### src/rtl/codec_rf_pkg.sv
package codec_rf_pkg;

    localparam int REG_W     = 16;
    localparam int VOL_W     = 5;
    localparam int NUM_RATES = 7;
    localparam int RATE_CEIL = 48000;

    // Register indices (byte address / 2); software decodes these positions.
    localparam int IX_RESET   = 0;
    localparam int IX_MASTER  = 1;
    localparam int IX_HPHONE  = 2;
    localparam int IX_MONO    = 3;
    localparam int IX_PHONE   = 6;
    localparam int IX_MIC     = 7;
    localparam int IX_LINE    = 8;
    localparam int IX_CD      = 9;
    localparam int IX_VIDEO   = 10;
    localparam int IX_AUX     = 11;
    localparam int IX_PCM     = 12;
    localparam int IX_RECGAIN = 14;
    localparam int IX_PWRDN   = 19;
    localparam int IX_EXTID   = 20;
    localparam int IX_EXTCTL  = 21;
    localparam int IX_DACRATE = 22;
    localparam int IX_ADCRATE = 25;
    localparam int IX_VEND1   = 62;
    localparam int IX_VEND2   = 63;

    localparam logic [REG_W-1:0] VOL_MASK = 16'h9F1F;

    typedef enum logic {
        MODE_FIXED    = 1'b0,
        MODE_VARIABLE = 1'b1
    } rate_mode_e;

    // Supported sample rates in ascending order.
    function automatic int rate_entry(input int i);
        case (i)
            0:       return 8000;
            1:       return 11025;
            2:       return 16000;
            3:       return 22050;
            4:       return 32000;
            5:       return 44100;
            default: return 48000;
        endcase
    endfunction

    function automatic logic [REG_W-1:0] default_val(input int idx);
        case (idx)
            IX_RESET:                                   return 16'h6A90;
            IX_MASTER, IX_HPHONE, IX_MONO, IX_RECGAIN:  return 16'h8000;
            IX_PHONE, IX_MIC:                           return 16'h8008;
            IX_LINE, IX_CD, IX_VIDEO, IX_AUX, IX_PCM:   return 16'h8808;
            IX_PWRDN:                                   return 16'h000F;
            IX_EXTID:                                   return 16'h0A05;
            IX_EXTCTL:                                  return 16'h0400;
            IX_DACRATE, IX_ADCRATE:                     return 16'(RATE_CEIL);
            IX_VEND1:                                   return 16'h8384;
            IX_VEND2:                                   return 16'h7666;
            default:                                    return '0;
        endcase
    endfunction

endpackage

### src/rtl/codec_rate_snap.sv
module codec_rate_snap
    import codec_rf_pkg::*;
(
    input  logic [REG_W-1:0] raw,
    output logic [REG_W-1:0] snapped
);
    localparam int N_MID = NUM_RATES - 1;

    logic [N_MID-1:0] below;

    for (genvar g = 0; g < N_MID; g++) begin : g_mid
        localparam int MID = rate_entry(g) + (rate_entry(g + 1) - rate_entry(g)) / 2;
        assign below[g] = (32'(raw) < 32'(MID));
    end

    // Lowest threshold that the value falls under wins; past the last
    // threshold the value passes through, clamped at the ceiling.
    always_comb begin
        snapped = (32'(raw) > 32'(RATE_CEIL)) ? REG_W'(RATE_CEIL) : raw;
        for (int i = N_MID - 1; i >= 0; i--) begin
            if (below[i]) snapped = REG_W'(rate_entry(i));
        end
    end
endmodule

### src/rtl/codec_write_filter.sv
module codec_write_filter
    import codec_rf_pkg::*;
#(
    parameter int IDX_W = 6
) (
    input  logic [IDX_W-1:0] idx,
    input  logic [REG_W-1:0] data,
    input  logic [REG_W-1:0] old_val,
    input  logic             vra_on,
    output logic [REG_W-1:0] new_val,
    output logic             store,
    output logic             reset_all,
    output logic             force_rates
);
    logic [REG_W-1:0] snapped;
    logic [REG_W-1:0] sat;

    codec_rate_snap u_snap (
        .raw     (data),
        .snapped (snapped)
    );

    always_comb begin
        sat = data;
        if (data[13]) sat[12:8] = '1;
        if (data[5])  sat[4:0]  = '1;
    end

    always_comb begin
        new_val     = data;
        store       = 1'b1;
        reset_all   = 1'b0;
        force_rates = 1'b0;
        case (int'(idx))
            IX_RESET: begin
                store     = 1'b0;
                reset_all = 1'b1;
            end
            IX_MASTER:  new_val = sat & VOL_MASK;
            IX_PCM:     new_val = data & VOL_MASK;
            IX_EXTCTL: begin
                new_val     = {old_val[REG_W-1:1], data[0]};
                force_rates = ~data[0];
            end
            IX_DACRATE, IX_ADCRATE: begin
                store   = vra_on;
                new_val = snapped;
            end
            IX_PWRDN:   new_val = {data[REG_W-1:8], old_val[7:0]};
            IX_EXTID, IX_VEND1, IX_VEND2: store = 1'b0;
            default:    new_val = data;
        endcase
    end
endmodule

### src/rtl/codec_rate_mode_fsm.sv
module codec_rate_mode_fsm
    import codec_rf_pkg::*;
(
    input  logic clk,
    input  logic rst_n,
    input  logic soft_reset,
    input  logic ctl_write,
    input  logic ctl_enable,
    output logic vra_on
);
    rate_mode_e state_q, state_d;

    always_comb begin
        state_d = state_q;
        unique case (state_q)
            MODE_FIXED: begin
                if (ctl_write && ctl_enable) state_d = MODE_VARIABLE;     // T_ENABLE
            end
            MODE_VARIABLE: begin
                if (soft_reset)                    state_d = MODE_FIXED; // T_SOFT_RESET
                else if (ctl_write && !ctl_enable) state_d = MODE_FIXED; // T_DISABLE
            end
        endcase
    end

    always_ff @(posedge clk or negedge rst_n) begin
        if (!rst_n) state_q <= MODE_FIXED;
        else        state_q <= state_d;
    end

    always_comb begin
        vra_on = (state_q == MODE_VARIABLE);
    end
endmodule

### src/rtl/codec_regfile_emu.sv
module codec_regfile_emu
    import codec_rf_pkg::*;
#(
    parameter int ADDR_W = 7
) (
    input  logic                clk,
    input  logic                rst_n,
    input  logic                wr_en,
    input  logic [ADDR_W-1:0]   wr_addr,
    input  logic [REG_W-1:0]    wr_data,
    input  logic [ADDR_W-1:0]   rd_addr,
    output logic [REG_W-1:0]    rd_data,
    output logic                master_mute,
    output logic [VOL_W-1:0]    master_left,
    output logic [VOL_W-1:0]    master_right,
    output logic                pcm_mute,
    output logic [VOL_W-1:0]    pcm_left,
    output logic [VOL_W-1:0]    pcm_right,
    output logic [REG_W-1:0]    dac_rate,
    output logic                rate_chg
);
    localparam int IDX_W = ADDR_W - 1;
    localparam int DEPTH = 1 << IDX_W;

    logic [IDX_W-1:0] wr_idx;
    logic [IDX_W-1:0] rd_idx;
    logic [REG_W-1:0] regs [DEPTH];
    logic [REG_W-1:0] old_val;
    logic [REG_W-1:0] new_val;
    logic             store, reset_all, force_rates;
    logic             vra_on;
    logic [REG_W-1:0] dac_next;
    logic             rate_chg_q;

    assign wr_idx  = wr_addr[ADDR_W-1:1];
    assign rd_idx  = rd_addr[ADDR_W-1:1];
    assign old_val = regs[wr_idx];

    codec_write_filter #(.IDX_W(IDX_W)) u_filter (
        .idx         (wr_idx),
        .data        (wr_data),
        .old_val     (old_val),
        .vra_on      (vra_on),
        .new_val     (new_val),
        .store       (store),
        .reset_all   (reset_all),
        .force_rates (force_rates)
    );

    codec_rate_mode_fsm u_fsm (
        .clk        (clk),
        .rst_n      (rst_n),
        .soft_reset (wr_en && reset_all),
        .ctl_write  (wr_en && (int'(wr_idx) == IX_EXTCTL)),
        .ctl_enable (wr_data[0]),
        .vra_on     (vra_on)
    );

    for (genvar g = 0; g < DEPTH; g++) begin : g_reg
        localparam logic [REG_W-1:0] DEF = default_val(g);
        logic [REG_W-1:0] q;
        logic             hit;

        assign hit    = wr_en && store && (wr_idx == IDX_W'(g));
        assign regs[g] = q;

        if ((g == IX_DACRATE) || (g == IX_ADCRATE)) begin : g_rate
            always_ff @(posedge clk or negedge rst_n) begin
                if (!rst_n)                  q <= DEF;
                else if (wr_en && reset_all) q <= DEF;
                else if (hit)                q <= new_val;
                else if (wr_en && force_rates) q <= REG_W'(RATE_CEIL);
            end
        end else begin : g_plain
            always_ff @(posedge clk or negedge rst_n) begin
                if (!rst_n)                  q <= DEF;
                else if (wr_en && reset_all) q <= DEF;
                else if (hit)                q <= new_val;
            end
        end
    end

    // Next DAC rate, used only to form the change pulse.
    always_comb begin
        dac_next = regs[IX_DACRATE];
        if (wr_en) begin
            if (reset_all)                                       dac_next = REG_W'(RATE_CEIL);
            else if (store && (int'(wr_idx) == IX_DACRATE))      dac_next = new_val;
            else if (force_rates)                                dac_next = REG_W'(RATE_CEIL);
        end
    end

    always_ff @(posedge clk or negedge rst_n) begin
        if (!rst_n) rate_chg_q <= 1'b0;
        else        rate_chg_q <= (dac_next != regs[IX_DACRATE]);
    end

    assign rd_data      = regs[rd_idx];
    assign master_mute  = regs[IX_MASTER][15];
    assign master_left  = regs[IX_MASTER][12:8];
    assign master_right = regs[IX_MASTER][4:0];
    assign pcm_mute     = regs[IX_PCM][15];
    assign pcm_left     = regs[IX_PCM][12:8];
    assign pcm_right    = regs[IX_PCM][4:0];
    assign dac_rate     = regs[IX_DACRATE];
    assign rate_chg     = rate_chg_q;
endmodule

### config.mk
export PLATFORM = sky130hd
export DESIGN_NAME = codec_regfile_emu
export DESIGN_NICKNAME = d
export VERILOG_FILES = /design/src/rtl/codec_rf_pkg.sv /design/src/rtl/codec_rate_snap.sv /design/src/rtl/codec_write_filter.sv /design/src/rtl/codec_rate_mode_fsm.sv /design/src/rtl/codec_regfile_emu.sv
export SDC_FILE = /design/constraint.sdc
export NUM_CORES = 2
export LEC_CHECK = 0
export CAP_MARGIN = 15
export CELL_PAD_IN_SITES_DETAIL_PLACEMENT = 1
export CELL_PAD_IN_SITES_GLOBAL_PLACEMENT = 2
export CORE_MARGIN = 1
export CORE_UTILIZATION = 45
export DETAILED_ROUTE_END_ITERATION = 12
export PLACE_DENSITY_LB_ADDON = 0.3
export SETUP_SLACK_MARGIN = 0.1
export SYNTH_ARGS = -nofsm -noshare
export SYNTH_HDL_FRONTEND = slang
export SYNTH_HIERARCHICAL = 1
export SYNTH_SLANG_ARGS = --single-unit
### constraint.sdc
create_clock -name clk -period 4.9 [get_ports clk]
set_input_delay 0.735 -clock clk [delete_from_list [all_inputs] [get_ports clk]]
set_output_delay 0.735 -clock clk [all_outputs]
set_load 0.02 [all_outputs]
**After elaboration in Yosys (flattened, before gate mapping)**

Index checks and enable logic that the tools add are counted.

- Register bits: 1,026
- Input port bits: 33
- Output and inout bits: 55
- Logic and storage cells: 440

- Magnitude comparators: 9
- Equality and inequality tests: 66
- Muxes and demuxes: 156
- Bitwise gates (word level): 4
- Reductions and logical operators: 139

Operators by type and width:

| operator | count |
|---|---|
| 16-bit two-way mux | 144 |
| 6-bit == test, second input constant | 34 |
| 16-bit binary-select mux with 6-bit select | 2 |
| 2-bit nonzero test | 62 |
| 6-bit by 5-bit == test with 1-bit output, second input constant | 16 |
| 16-bit one-hot mux with 5 select lines | 1 |
| 1-bit logical AND | 71 |
| 6-bit by 4-bit == test with 1-bit output, second input constant | 8 |
| 16-bit by 14-bit less-than comparator with 1-bit output, second input constant | 2 |
| 16-bit by 15-bit less-than comparator with 1-bit output, second input constant | 2 |
| 16-bit less-than comparator, second input constant | 2 |
| 6-bit by 3-bit == test with 1-bit output, second input constant | 4 |
| 16-bit > comparator, second input constant | 1 |
| 16-bit != test | 1 |
| 7-bit >= comparator, second input constant | 2 |
| 6-bit inverter with 7-bit output | 2 |
| 6-bit by 2-bit == test with 1-bit output, second input constant | 2 |
| 5-bit two-way mux | 2 |
| 6-bit by 1-bit == test with 1-bit output, second input constant | 1 |
| 6-bit logical NOT | 1 |
| 3-bit nonzero test | 2 |
| 1-bit two-way mux | 5 |
| 1-bit one-hot mux with 2 select lines | 2 |
| 4-bit OR reduction | 1 |
| 3 further kinds | 4 |

**Longest topological paths before layout**

- Word-level depth: 13
- Gate-level depth with buffers: 18
- Depth with buffers taken out: 13

**Cells and area by module**

The synthesis kept the hierarchy.

Modules (own cells, without submodules):

| module | instances | cells an instance | area an instance (um^2) | sequential area each (um^2) |
|---|---|---|---|---|
| codec_regfile_emu | 1 | 5,856 | 57,854.2 | 25,732.2 |
| codec_rate_snap | 1 | 106 | 670.6 | 0.0 |
| codec_write_filter | 1 | 94 | 668.1 | 0.0 |
| codec_rate_mode_fsm | 1 | 3 | 40.0 | 25.0 |

**Worst setup path after synthesis**

No wires, ideal clock.

- Path kind: input port to flip-flop
- Start: input port wr_addr[1]
- End: register rate_chg_q, in the netlist rate_chg
- Library setup time: 0.130 ns
- Arrival: 3.576 ns
- Setup slack: 1.194 ns
- Cell stages on the path: 17
- Buffers on the path: 4
- Cell sequence: buf_4 -> buf_4 -> buf_2 -> mux4_2 -> a22oi_1 -> nand2_1 -> a22oi_1 -> nand2_1 -> a221oi_1 -> a21oi_1 -> clkbuf_1 -> inv_1 -> o22ai_1 -> a2111oi_0 -> nand3_1 -> o21ai_0 -> a31oi_1

- Word-level cells in the longest chain between the ends: 9

Ends and longest elaborated chain:

| element | RTL line | RTL |
|---|---|---|
| start: declaration | codec_regfile_emu.sv:9 | `input logic [ADDR_W-1:0] wr_addr,` |
| 6-bit inverter with 7-bit output (not written as such) | codec_regfile_emu.sv:37 | `assign old_val = regs[wr_idx];` |
| 16-bit binary-select mux with 6-bit select | codec_regfile_emu.sv:37 |  |
| 16-bit two-way mux (not written as such) (2 in series) | codec_regfile_emu.sv:37 |  |
| net old_val[13] | codec_regfile_emu.sv:28 | `logic [REG_W-1:0] old_val;` |
| 16-bit one-hot mux with 5 select lines | codec_write_filter.sv:34 | `case (int'(idx))` |
| net new_val[13] | codec_regfile_emu.sv:29 | `logic [REG_W-1:0] new_val;` |
| 16-bit two-way mux | codec_regfile_emu.sv:88 | `else if (store && (int'(wr_idx) == IX_DACRATE)) dac_next = new_val;` |
| 16-bit two-way mux | codec_regfile_emu.sv:87 | `if (reset_all) dac_next = REG_W'(RATE_CEIL);` |
| 16-bit two-way mux | codec_regfile_emu.sv:86 | `if (wr_en) begin` |
| 16-bit != test | codec_regfile_emu.sv:95 | `else rate_chg_q <= (dac_next != regs[IX_DACRATE]);` |
| end signal: assignment | codec_regfile_emu.sv:95 |  |
| end: declaration | codec_regfile_emu.sv:33 | `logic rate_chg_q;` |

The timed path passes the listed nets, and every way through them passes these cells. The select of a mux whose other input is x is not followed.
A chain may end at the register's enable or synchronous reset.

**Worst setup path after layout**

- Start: input port rd_addr[4]
- End: output port rd_data[11]

- Word-level cells in the longest chain between the ends: 4

Ends and longest elaborated chain:

| element | RTL line | RTL |
|---|---|---|
| start: declaration | codec_regfile_emu.sv:11 | `input logic [ADDR_W-1:0] rd_addr,` |
| 6-bit inverter with 7-bit output (not written as such) | codec_regfile_emu.sv:98 | `assign rd_data = regs[rd_idx];` |
| 16-bit binary-select mux with 6-bit select | codec_regfile_emu.sv:98 |  |
| 16-bit two-way mux (not written as such) (2 in series) | codec_regfile_emu.sv:98 |  |
| end: declaration | codec_regfile_emu.sv:12 | `output logic [REG_W-1:0] rd_data,` |

Every way passes these cells. The select of a mux whose other input is x is not followed.

==> results.py <==
metrics = {
    "power": {
        "swShare": 0.310,
        "vdd_drop_max_uv": 322,
        "clock_power_share": 0.371,
        "powerDensity_nw_per_um2": 371,
        "p_int_mw": 17.2,
        "p_comb_frac": 0.201,
        "switchingPower_mw": 7.73,
        "p_seq_frac": 0.428,
        "p_leak_nw": 27.9,
    },
    "cts": {
        "cts_max_level": 3,
        "clockBufferDepth": 3,
        "cts_inserted_buffers": 117,
        "cts_tree": "done",
        "cts_root_buf": "clkbuf_16",
        "cts_resized": 0,
        "cts_hold_buffers": 0,
        "worstSkewPairLatency_ns": 0.79,
        "postCtsSetupBuffers": 0,
        "cts.sinks": 1026,
        "cts.clk_slew.worst_paths_ns": 0.06,
    },
    "routing": {
        "drt-total-wl_um": 266000,
        "drc": 0,
        "ant_nets": 0,
        "first_iter_violations": 6400,
        "wire_per_inst_um": 33.7,
        "drt_first_pass_iters": 5,
        "drt-vias-per-instance": 6.71,
        "via_count": 53000,
    },
    "yosys": {
        "synth_fa_ha_area_frac": 0,
        "ys_types": 84,
        "synth_top_area_share": 0.406,
        "synth.avg_cell_area_sq_um": 9.78,
        "synth_mux_area_frac": 0.218,
        "synth_compound_area_frac": 0.130,
        "async_flop_share": 1.00,
        "synthesis.nets": 6092,
        "ys_ff_latch": 1026,
        "synth-warning-count": 6,
        "synth_flop_cell": "dfrtp_1",
        "synthCells": 6059,
        "yosysTopAreaCell": "dfrtp_1",
        "synth_top_family_by_area": "multiplexers",
        "synth_edf_count": 0,
        "ys_seq_area_frac": 0.435,
        "netlist_top_cells_area": "dfrtp_1, mux4_2, nand2_1",
        "yosys.area_share.simple": 0.165,
        "synthesis.area_sq_um": 59200,
        "synthXorXnorAreaFrac": 0.000591,
    },
    "die": {
        "core_area_sq_um": 130000,
        "row_count": 132,
        "initial_core_util": 0.456,
        "ioPinCount": 88,
        "fp.dieH_um": 365,
        "dieArea_sq_um": 133000,
        "die_w_um": 365,
    },
    "timing": {
        "rsz0062_at_grt": "false",
        "max_freq_ghz": 0.216,
        "worst_pin_slew_ns": 1.13,
        "drv_slew": 0,
        "worst_slack_ns": 0.273,
        "setup_viol": 0,
        "period_share": 0.944,
        "tns_ns": 0,
        "maxSlewHeadroom": 0.245,
        "final.setup_skew_ns": 0.0395,
        "min_period_ns": 4.63,
        "hold_viol_final": 0,
    },
    "final_layout": {
        "nets": 6069,
        "drive_gt1_frac": 0.204,
        "area_growth_pct": 13.6,
        "nFillCells": 14200,
    },
    "worst_setup_path": {
        "crit_required_ns": 4.16,
        "crit_fanout": 6,
        "start_kind": "input pin",
        "critical_path_class": "in2out",
        "critPathCaptureType": "output pin",
        "crit_arrival_ns": 3.89,
    },
    "grt": {
        "first_global_vias": 53700,
        "grt_pass1_wl_um": 387000,
        "grt_max_degree": 121,
        "overflow": 0,
        "antenna_found_initial": 19,
        "grt_use_total": 0.402,
    },
    "worst_hold_path": {
        "hp-class": "in2async",
    },
    "flow_run": {
        "cap_violations": 0,
    },
    "placed_design": {
        "place_congestion": 1.01,
        "port_buffers": 85,
        "dpl.hpwl_um": 179000,
        "place_ws_ns": 0.246,
    },
    "run_status": {
        "status": "finished clean",
    },
}
stage by stage:
step | power, mW | hold WS, ns | cell area (sq um) | util | cells
2_1_floorplan | 13.4 | 0.439 | 59200 | - | 6059
3_3_place_gp | 15.4 | 0.470 | 63200 | 0.487 | 7658
3_5_place_dp | 15.7 | 0.475 | 63200 | 0.487 | 7659
4_1_cts | 24.9 | 0.0608 | 67200 | 0.517 | 7882
5_1_grt | 25.7 | 0.104 | 67300 | 0.517 | 7887
6_report | 24.9 | 0.0633 | 67300 | 0.518 | 7891
sequential cells by signal, indices dropped and copies added, names as in the netlist:
name	cells
g.q	1008
u_fsm/vra_on	1
rate_chg	1
dac_rate	16
final timing paths:
path | slack [ns] | cells past startpoint | start | end
max in group asynchronous | 3.39 | 2 | rst_n | g_reg[31].q[9]
max reg2reg | 1.33 | 13 | g_reg[35].q[13] | rate_chg
min reg2reg | 0.49 | 1 | u_fsm/vra_on | u_fsm/vra_on
max | 0.27 | 7 | rd_addr[4] | rd_data[11]
min in group clk | 0.49 | 1 | u_fsm/vra_on | u_fsm/vra_on
min | 0.06 | 1 | rst_n | g_reg[33].q[2]
synth_stat cells (4+ instances only):
master	instances
or3_1	6
buf_2	177
a211oi_1	6
a22o_1	24
dfstp_2	66
o21ai_1	8
nor2b_1	23
and4_1	9
mux2_2	11
and2_1	8
o22ai_1	21
nor2_2	28
nor3_1	22
nor2_1	148
clkbuf_1	329
buf_4	53
o21ai_0	38
inv_1	29
a221o_1	7
a31oi_1	16
nand2b_1	17
buf_6	20
mux2i_1	228
nand2_1	1785
o211ai_1	46
o2bb2ai_1	8
and3_1	4
a22oi_1	210
nand2_2	9
a221oi_1	22
dfrtp_1	960
nor2_4	12
a21oi_1	895
mux4_2	467
nor4_1	4
nand4_1	28
buf_1	34
nand3_1	210
nand3_2	5
placed cells by master (no fill, tap or decap), types with 9 or more instances in the layout:
cell type           n
nor3_1             17
a21oi_1           892
a31oi_1            16
mux2_2             11
inv_1              29
nor2_4             13
clkbuf_16         120
nor2_1            143
nand2_1          1784
diode_2             9
dfrtp_1           960
o22ai_1            21
nand4_1            28
mux4_2            467
and4_1              9
clkbuf_1           33
bufinv_16           9
nor2b_1            20
buf_12             57
clkbuf_8           31
nand2_2            10
buf_4             342
o211ai_1           46
mux2i_1           228
clkinv_2           23
nand3_1           210
a22o_1             24
nand2b_1           17
o21ai_0            38
nor2_2             32
a221oi_1           22
dfstp_2            66
a22oi_1           210
clkdlybuf4s50_1    65
layout make-up:
| cell class | count | area (sq um) | share of cell area |
|---|---|---|---|
| clock buffer | 183 | 3540 | 0.0526 |
| antenna | 9 | 22.5 | 0.000335 |
| inverter | 31 | 124 | 0.00184 |
| clock inverter | 40 | 460 | 0.00684 |
| tap | 1742 | 2180 | 0.0324 |
| multi-input combinational | 4389 | 30700 | 0.457 |
| timing repair buffer | 471 | 4450 | 0.0662 |
| sequential | 1026 | 25800 | 0.383 |
logic make-up (layout without fill, tap and decap cells):
group                  after synthesis  count (layout)
other                                0               9
multiplexers                       706             706
AND/OR/NAND/NOR                   2349            2349
buffers and inverters              644             725
XOR/XNOR                             4               4
flip-flops                        1026            1026
AO/OA/AOI/OAI                     1330            1330
critical path, cell delays in order:
cell             delay [ns]
clkdlybuf4s50_1        0.71
or3_1                  0.72
buf_4                  0.28
nor3_1                 0.62
a31oi_1                0.34
nand4_1                0.29
buf_4                  0.18
power groups by stage:
| stage | clock, mW | sequential (mW) | combinational (mW) |
|---|---|---|---|
| 3_5_place_dp | 0 | 10.8 | 4.89 |
| 3_3_place_gp | 0 | 10.7 | 4.75 |
| 2_1_floorplan | 0 | 10.4 | 3.06 |
| 6_report | 9.26 | 10.7 | 5.02 |
| 5_1_grt | 9.62 | 10.8 | 5.28 |
| 4_1_cts | 9.33 | 10.6 | 4.92 |
metal layers:
metal	wire [um]	part of all wire	up-vias	track usage
met5	256	0.00096	-	0
li1	-	-	21500	-
met4	16800	0.063	16	0.223
met2	119000	0.45	2838	0.599
met3	27000	0.10	674	0.0993
met1	103000	0.39	27900	0.537
Power figures use the tool's default switching activity.
